[src/rtl/sctx_pkg.sv]
package sctx_pkg;
  typedef enum logic [2:0] {
    ST_IDLE, ST_START, ST_DATA, ST_PAR, ST_STOP
  } sctx_state_e;

  typedef struct packed {
    logic [1:0] wlen;   // data bits minus 5
    logic       stop_x; // extended stop period
    logic       par_en;
    logic       par_even;
    logic       par_fix;
  } sctx_cfg_t;
endpackage

[src/rtl/sctx_cfg_dec.sv]
module sctx_cfg_dec
  import sctx_pkg::*;
#(
  parameter int TICKS_PER_BIT = 16,
  localparam int LIM_W = $clog2(2 * TICKS_PER_BIT) + 1
) (
  input  logic [7:0]       lcr_i,
  output sctx_cfg_t        cfg_o,
  output logic [LIM_W-1:0] stop_ticks_o
);
  localparam int HALF = TICKS_PER_BIT / 2;

  assign cfg_o.wlen     = lcr_i[1:0];
  assign cfg_o.stop_x   = lcr_i[2];
  assign cfg_o.par_en   = lcr_i[3];
  assign cfg_o.par_even = lcr_i[4];
  assign cfg_o.par_fix  = lcr_i[5];

  always_comb begin
    if (!lcr_i[2])              stop_ticks_o = LIM_W'(TICKS_PER_BIT);
    else if (lcr_i[1:0] == 2'b00) stop_ticks_o = LIM_W'(TICKS_PER_BIT + HALF);
    else                          stop_ticks_o = LIM_W'(2 * TICKS_PER_BIT);
  end
endmodule

[src/rtl/sctx_par_gen.sv]
module sctx_par_gen
  import sctx_pkg::*;
#(
  parameter int DATA_W = 8
) (
  input  logic [DATA_W-1:0] data_i,
  input  sctx_cfg_t         cfg_i,
  output logic              par_o
);
  localparam int MIN_BITS = DATA_W - 3;
  logic [DATA_W-1:0] masked;
  int unsigned nbits;

  assign nbits = MIN_BITS + int'(cfg_i.wlen);

  for (genvar i = 0; i < DATA_W; i++) begin : g_mask
    assign masked[i] = data_i[i] & (i < nbits);
  end

  always_comb begin
    if (cfg_i.par_fix) par_o = ~cfg_i.par_even;
    else               par_o = (^masked) ^ ~cfg_i.par_even;
  end
endmodule

[src/rtl/sctx_bit_timer.sv]
module sctx_bit_timer #(
  parameter int TICKS_PER_BIT = 16,
  localparam int CNT_W = $clog2(2 * TICKS_PER_BIT),
  localparam int LIM_W = CNT_W + 1
) (
  input  logic             clk_i,
  input  logic             rst_ni,
  input  logic             clr_i,
  input  logic             tick_i,
  input  logic [LIM_W-1:0] limit_i,
  output logic             done_o
);
  logic [CNT_W-1:0] cnt_q;

  assign done_o = tick_i && ({1'b0, cnt_q} == limit_i - LIM_W'(1));

  always_ff @(posedge clk_i or negedge rst_ni) begin
    if (!rst_ni)      cnt_q <= '0;
    else if (clr_i)   cnt_q <= '0;
    else if (done_o)  cnt_q <= '0;
    else if (tick_i)  cnt_q <= cnt_q + CNT_W'(1);
  end
endmodule

[src/rtl/sctx_top.sv]
module sctx_top
  import sctx_pkg::*;
#(
  parameter int DATA_W        = 8,
  parameter int TICKS_PER_BIT = 16
) (
  input  logic              clk_i,
  input  logic              rst_ni,
  input  logic              tick16_i,
  input  logic [7:0]        lcr_i,
  input  logic [DATA_W-1:0] data_i,
  input  logic              valid_i,
  output logic              ready_o,
  output logic              tx_o,
  output logic              dlab_o
);
  localparam int CNT_W    = $clog2(2 * TICKS_PER_BIT);
  localparam int LIM_W    = CNT_W + 1;
  localparam int IDX_W    = $clog2(DATA_W);
  localparam int MIN_BITS = DATA_W - 3;

  sctx_state_e       state_q;
  sctx_cfg_t         cfg_d, cfg_q;
  logic [LIM_W-1:0]  stop_d, stop_q, limit;
  logic [DATA_W-1:0] sh_q;
  logic [IDX_W-1:0]  idx_q, last_idx;
  logic              par_d, par_q, done, accept, line;

  sctx_cfg_dec #(.TICKS_PER_BIT(TICKS_PER_BIT)) u_dec (
    .lcr_i(lcr_i), .cfg_o(cfg_d), .stop_ticks_o(stop_d)
  );

  sctx_par_gen #(.DATA_W(DATA_W)) u_par (
    .data_i(data_i), .cfg_i(cfg_d), .par_o(par_d)
  );

  assign limit = (state_q == ST_STOP) ? stop_q : LIM_W'(TICKS_PER_BIT);

  sctx_bit_timer #(.TICKS_PER_BIT(TICKS_PER_BIT)) u_tmr (
    .clk_i(clk_i), .rst_ni(rst_ni), .clr_i(state_q == ST_IDLE),
    .tick_i(tick16_i), .limit_i(limit), .done_o(done)
  );

  assign ready_o  = (state_q == ST_IDLE);
  assign accept   = valid_i && ready_o;
  assign last_idx = IDX_W'(MIN_BITS - 1) + IDX_W'(cfg_q.wlen);

  always_ff @(posedge clk_i or negedge rst_ni) begin
    if (!rst_ni) begin
      state_q <= ST_IDLE;
      cfg_q   <= '0;
      stop_q  <= LIM_W'(TICKS_PER_BIT);
      sh_q    <= '0;
      idx_q   <= '0;
      par_q   <= 1'b0;
    end else begin
      unique case (state_q)
        ST_IDLE: if (accept) begin
          state_q <= ST_START;
          cfg_q   <= cfg_d;
          stop_q  <= stop_d;
          sh_q    <= data_i;
          par_q   <= par_d;
        end
        ST_START: if (done) begin
          state_q <= ST_DATA;
          idx_q   <= '0;
        end
        ST_DATA: if (done) begin
          sh_q  <= sh_q >> 1;
          idx_q <= idx_q + IDX_W'(1);
          if (idx_q == last_idx) state_q <= cfg_q.par_en ? ST_PAR : ST_STOP;
        end
        ST_PAR:  if (done) state_q <= ST_STOP;
        ST_STOP: if (done) state_q <= ST_IDLE;
        default: state_q <= ST_IDLE;
      endcase
    end
  end

  always_comb begin
    unique case (state_q)
      ST_START: line = 1'b0;
      ST_DATA:  line = sh_q[0];
      ST_PAR:   line = par_q;
      default:  line = 1'b1;
    endcase
  end

  // break overrides the line but not the timing
  assign tx_o   = line & ~lcr_i[6];
  assign dlab_o = lcr_i[7];
endmodule

[config.mk]
export PLATFORM = sky130hd
export DESIGN_NAME = sctx_top
export DESIGN_NICKNAME = d
export VERILOG_FILES = /design/src/rtl/sctx_pkg.sv /design/src/rtl/sctx_cfg_dec.sv /design/src/rtl/sctx_par_gen.sv /design/src/rtl/sctx_bit_timer.sv /design/src/rtl/sctx_top.sv
export SDC_FILE = /design/constraint.sdc
export NUM_CORES = 1
export LEC_CHECK = 0
export ABC_CLOCK_PERIOD_IN_PS = 3990
export BUFFER_PORTS_ARGS = -buffer_cell sky130_fd_sc_hd__buf_4
export CAP_MARGIN = 20
export CORE_UTILIZATION = 50
export CTS_CLUSTER_DIAMETER = 60
export DETAILED_ROUTE_END_ITERATION = 6
export PLACE_DENSITY_LB_ADDON = 0.2
export SLEW_MARGIN = 20
export SYNTH_ARGS = -nofsm -noshare
export SYNTH_HDL_FRONTEND = slang
export SYNTH_SLANG_ARGS = --single-unit
[constraint.sdc]
create_clock -name clk_i -period 3.99 [get_ports clk_i]
set_clock_uncertainty 0.1 [all_clocks]
set_input_delay 0.798 -clock clk_i [delete_from_list [all_inputs] [get_ports clk_i]]
set_output_delay 0.798 -clock clk_i [all_outputs]
set_load 0.005 [all_outputs]
==> Yosys cells after proc, flatten, opt, wreduce, memory -nomap -nowiden <==
Cells that the tools add are included.
{ "classes": {"addsub": 5, "n_mul": 0, "div": 0, "order_cmp": 8, "eq_ne": 12, "shifts": 0, "n_mux": 21, "bitwise_logic": 12, "reduce_logical": 12} }
{ "ops": {"columns": ["cell", "count"], "rows": [
  ["$lt A3 B32 Y1 const A", 4],
  ["$lt A1 B32 Y1 const A", 2],
  ["$lt A2 B32 Y1 const A", 2],
  ["$mux W3", 8],
  ["$mux W6", 3],
  ["$mux W8", 2],
  ["$pmux W8 S2", 1],
  ["$mux W5", 3],
  ["$pmux W3 S5", 1],
  ["$ne A2 B2 Y1 const B", 5],
  ["$and A1 B1 Y1", 9],
  ["$reduce_xor A8 Y1", 1],
  ["$eq A3 B2 Y1 const B", 2],
  ["$eq A5 B6 Y1", 1],
  ["$pmux W3 S2", 1],
  ["$reduce_and A3 Y1", 2],
  ["$reduce_and A6 Y1", 1],
  ["$sub A6 B1 Y6 const B", 1],
  ["$add A5 B1 Y5 const B", 1],
  ["$add A3 B2 Y4 const A", 1],
  ["$reduce_bool A2 Y1", 2],
  ["$add A3 B1 Y3 const B", 1],
  ["$add A3 B2 Y3 const A", 1],
  ["$eq A3 B1 Y1 const B", 1],
  ["12 further kinds", 14]
]} }
{ "totals": {"reg_bits": 29, "latch_bits": 0, "ram_bits": 0, "mem_bits_ro": 0, "output_inout_bits": 3, "wordCells": 78, "memories": 0} }

==> Longest topological paths before layout <==
{ "depth": {"word_depth": 7, "mapped_depth": 10, "ltp_nobuf": 9} }

==> Cells and area by module <==
From an unflattened synthesis, not the netlist that was laid out.
{ "unflattened": {"hier_cells": 177, "area_unflattened_um2": 1923.1} }
{ "modules_own_cells": {"columns": ["module", "n_inst", "cells_each", "area_per_inst_um2", "seq_area_each_um2"], "rows": [
  ["sctx_top", 1, 105, 1271.2, 601.8],
  ["sctx_bit_timer", 1, 43, 404.1, 125.1],
  ["sctx_par_gen", 1, 16, 151.4, 0.0],
  ["sctx_cfg_dec", 1, 13, 96.3, 0.0]
]} }

==> Least setup slack after synthesis <==
Ideal clock, no wire load.
{ "synth_timing": {"path_type": "reg2reg", "from": "reg state_q[1]", "to": "reg idx_q[0]", "setup_ps": 135, "arrival_time_ps": 2017, "required_ps": 3755, "path_slack_ps": 1738, "stages_incl_launch_ff": 10, "period_less_slack_ps": 2252, "cell_sequence": "dfrtp_1 > nor2_1 > nand2_1 > nor2_1 > ha_1 > xor2_1 > nand4_1 > or4_4 > o21ai_1 > o311ai_1"} }
{ "synth_via": {"elab_chain_len": 7, "elab_cells_between_ends": 12, "classes_between": "add/sub: 1; eq/ne: 6; mux: 2; reduce/logical: 3"} }
{ "synth_lines": {"columns": ["element", "line", "source"], "rows": [
  ["start: declaration", "sctx_top.sv:22", "sctx_state_e state_q;"],
  ["start signal: assignment", "sctx_top.sv:72", "if (idx_q == last_idx) state_q <= cfg_q.par_en ? ST_PAR : ST_STOP;"],
  ["$eq A3 B3 Y1", "sctx_top.sv:37", "assign limit = (state_q == ST_STOP) ? stop_q : LIM_W'(TICKS_PER_BIT);"],
  ["$mux W6", "sctx_top.sv:37", null],
  ["$sub A6 B1 Y6", "sctx_bit_timer.sv:15", "assign done_o = tick_i && ({1'b0, cnt_q} == limit_i - LIM_W'(1));"],
  ["$eq A5 B6 Y1", "sctx_bit_timer.sv:15", null],
  ["$logic_and A1 B1 Y1", "sctx_bit_timer.sv:15", null],
  ["$ne A2 B2 Y1 (no line)", null, null],
  ["$reduce_and A3 Y1 (no line)", null, null],
  ["end signal: assignment", "sctx_top.sv:71", "idx_q <= idx_q + IDX_W'(1);"],
  ["end: declaration", "sctx_top.sv:26", "logic [IDX_W-1:0] idx_q, last_idx;"]
]} }
Parallel ways exist; a longest one is shown, timed or not.
A chain may end at the register's enable or synchronous reset.

==> Worst setup path in the final report <==
{ "layout_timing": {"from": "reg state_q[1]", "to": "reg sh_q[2]"} }
{ "layout_via": {"elab_chain_len": 7, "elab_cells_between_ends": 13, "classes_between": "add/sub: 1; eq/ne: 5; mux: 2; reduce/logical: 5"} }
{ "layout_lines": {"columns": ["element", "line", "source"], "rows": [
  ["$eq A3 B3 Y1", "sctx_top.sv:37", null],
  ["$mux W6", "sctx_top.sv:37", null],
  ["$sub A6 B1 Y6", "sctx_bit_timer.sv:15", null],
  ["$eq A5 B6 Y1", "sctx_bit_timer.sv:15", null],
  ["$logic_and A1 B1 Y1", "sctx_bit_timer.sv:15", null],
  ["$ne A2 B2 Y1 (no line)", null, null],
  ["$reduce_and A3 Y1 (no line)", null, null],
  ["end signal: assignment", "sctx_top.sv:62", "sh_q <= data_i;"],
  ["end signal: assignment", "sctx_top.sv:70", "sh_q <= sh_q >> 1;"],
  ["end: declaration", "sctx_top.sv:25", "logic [DATA_W-1:0] sh_q;"]
]} }
Parallel ways exist; a longest one is shown, timed or not.

==> results.ini <==
[pwr]
swShare_pct = 32.6
total_power_uw = 840
clkPwrFrac_pct = 22.4
p_leak_uw = 0.000774
p_comb_share_pct = 29.0
ir_drop_mv = 0.301
p_per_area_mw_per_mm2 = 493
p_int_uw = 566
power_switching_uw = 274
seqPwrFrac_pct = 48.6

[die]
coreArea_sq_mm = 0.00281
start_util_pct = 53.4
rows = 19
ios = 23
dieArea_sq_mm = 0.00322
die_h_microns = 56.8
die_x_microns = 56.8

[synthesis]
postSynth.asyncResetShare_pct = 100
avgSynthCellArea_sq_um = 9.67
synth_flop_cell = dfrtp_1
synth.area.top_cells = dfrtp_1 42%, a21oi_1 6.0%, xnor2_1 5.8%, nor2_1 3.0%, o22ai_1 2.9%
yosysUniqueCellTypes = 41
synth_cells = 155
yosys.area.top_type = dfrtp_1
synth_warnings = 0
syn_area_sq_mm = 0.00150
yosysTopAreaCellShare_pct = 41.7
synth-seq-cells = 26
synth_edf_count = 0
seq_area_frac_synth_pct = 43.5
synth_nets = 178

[final_layout]
stdcell_count = 202
fin_util_pct = 60.8
seqCellArea_sq_um = 652
nets = 195
n_antenna_cell = 0
multi_input_area_sq_um = 786
drive_gt1_share_pct = 20.5
fillers = 240
areaGrowthSynthToFinish_pct = 13.8

[place]
dp_cells = 198
place.port_buffers = 20
place_congestion = 0.801
dp_hpwl_microns = 2220

[clock_tree]
hold_buffers = 0
cts_resized = 0
cts_htree_levels = 1
clkSinkCount = 26
cts_buffer_depth = 2
clk_latency_ns = 0.34
tritoncts = yes
clk_pin_slew_worst_paths_ns = 0.15
numCtsBuffers = 3
cts_setup_buffers = 0
clk_root_buffer_cell = clkbuf_4

[run_status]
violations = design-rule violations
outcome = finished, violations left

[critical_path]
critPathBufInv = 0
path_class = flip-flop to flip-flop
crit_cells = 9
path_common_cell = nor2_1
worstPathCellList = nor2_1 -> nand2_1 -> nor2_1 -> ha_1 -> xor2_1 -> nand4_1 -> nand4b_2 -> o22ai_1 -> a21oi_1
crit_path_top_delay_cell = dfrtp_1
critPathLaunchType = flip-flop
reg2reg_depth = 9
slowest_delay_ns = 0.55
cp_max_fo = 16
endpoint_kind = flip-flop
arrival_ns = 2.84
worstPathRequired_ns = 4.13
path_delay_family = simple AND/OR/NAND/NOR gates

[global_routing]
antenna_found_initial = 0
grt_use_total_pct = 21.9
grt_pass1_wl_microns = 5370
grt_max_degree = 27
gr-total-overflow = 0
grt_pass1_vias = 1167

[sta]
rsz0062_at_grt = no
tns_ns = 0
final.min_clock_period_ns = 2.70
fmax_mhz = 370
finalCritPeriodShare_pct = 67.8
slew_headroom_pct = 59.4
tightest_slew_ns = 0.608
setup_violations = 0
final_max_slew_viol_count = 0
report.final.hold_viol_count = 0
whs_ns = 0.226

[routing]
vias = 1201
avgRoutedWirePerCell_microns = 15.2
dr.pass1.iters = 6
drt-initial-drc-count = 37
wirelength_microns = 3070
vias_per_cell = 5.95
drc = 2
antenna_left = 0

[flow_run]
max_cap_viol_count = 0

[min_path]
hold_path.class = input pin to async pin

## stage by stage
| stage | instance area [sq um] | setup slack (ns) |
|---|---|---|
| after floorplan | 1500 | 1.74 |
| after global placement | 1650 | 1.41 |
| after detailed placement | 1650 | 1.29 |
| after CTS | 1710 | 1.27 |
| after global routing | 1710 | 0.963 |
| final | 1710 | 1.29 |
## layout by cell type, fill, tap and decap left out, types with 3 or more instances in the layout
cell type,count
xnor2_1,10
mux2_2,3
nand2b_1,3
nor2_1,12
nand3_1,7
dfrtp_1,25
o22ai_1,7
buf_4,21
o21ai_0,6
o21ai_1,3
xor2_1,3
ha_1,3
a21oi_1,18
nand2_1,10
inv_1,5
clkbuf_4,3
## flip-flops by register name (all words and copies together) (netlist names)
register and cells:
idx_q 3, cfg_q 3, par_q 1, sh_q 8, state_q 3, u_tmr.cnt_q 5, stop_q 3
## layout make-up
class,instances,share of cell area [%]
Sequential cell,26,38.2
Clock inverter,1,1.76
Clock buffer,3,1.32
Multi-Input combinational cell,115,46.1
Tap cell,31,2.27
Inverter,5,1.10
Timing Repair Buffer,21,9.24
## Yosys cell counts, types with 2 or more instances
cell type	instances
nor3b_1	2
o31ai_2	2
a21oi_1	18
nor2_1	12
o21ai_1	3
ha_1	3
and4bb_1	2
o22ai_1	7
o21ai_0	6
mux2_2	3
a21o_1	2
o2111ai_1	2
dfrtp_1	25
buf_2	3
nand2_1	10
xor2_1	3
nand2b_1	3
o311ai_1	2
inv_1	5
nand3b_1	2
nand3_1	7
xnor2_1	10
a21boi_0	2
clkbuf_1	4
## power by group through the flow
stage          Clock [uW]  Combinational, uW  Sequential, uW
2_1_floorplan           0                188             392
3_3_place_gp            0                230             410
3_5_place_dp            0                243             414
4_1_cts               192                247             407
5_1_grt               198                279             419
6_report              188                244             408
## worst register-to-register path: stages, from the launching register on
cell	delay (ns)
dfrtp_1	0.55
nor2_1	0.35
nand2_1	0.10
nor2_1	0.10
ha_1	0.24
xor2_1	0.13
nand4_1	0.20
nand4b_2	0.52
o22ai_1	0.26
a21oi_1	0.06
## cells by family (layout without fill, tap and decap cells)
| logic type | after synthesis | after routing | share of synthesized area, % |
|---|---|---|---|
| AOI/OAI and AO/OA | 48 | 48 | 20.4 |
| xor gates and xnor gates | 14 | 14 | 9.10 |
| adders and majority gates | 3 | 3 | 2.50 |
| buffers and inverters | 14 | 30 | 4.09 |
| DFF | 26 | 26 | 43.5 |
| muxes | 3 | 3 | 2.25 |
| and+or+nand+nor | 47 | 47 | 18.2 |
## layer usage
layer	GRT usage, %	wire length (microns)
met1	28.2	1420
met2	36.4	1480
met3	2.76	84
met4	10.5	85
met5	0	0
## worst paths after layout
path | startpoint | endpoint | slack [ns]
worst min-delay path | rst_ni | u_tmr.cnt_q[3] | 0.23
worst max-delay path | state_q[1] | sh_q[2] | 1.29
worst min register to register | stop_q[3] | stop_q[3] | 0.39
max in group asynchronous | rst_ni | stop_q[4] | 3.26
min in group clk_i | stop_q[3] | stop_q[3] | 0.39
worst max register to register | state_q[1] | sh_q[2] | 1.29
(Power assumes the default switching activity.)
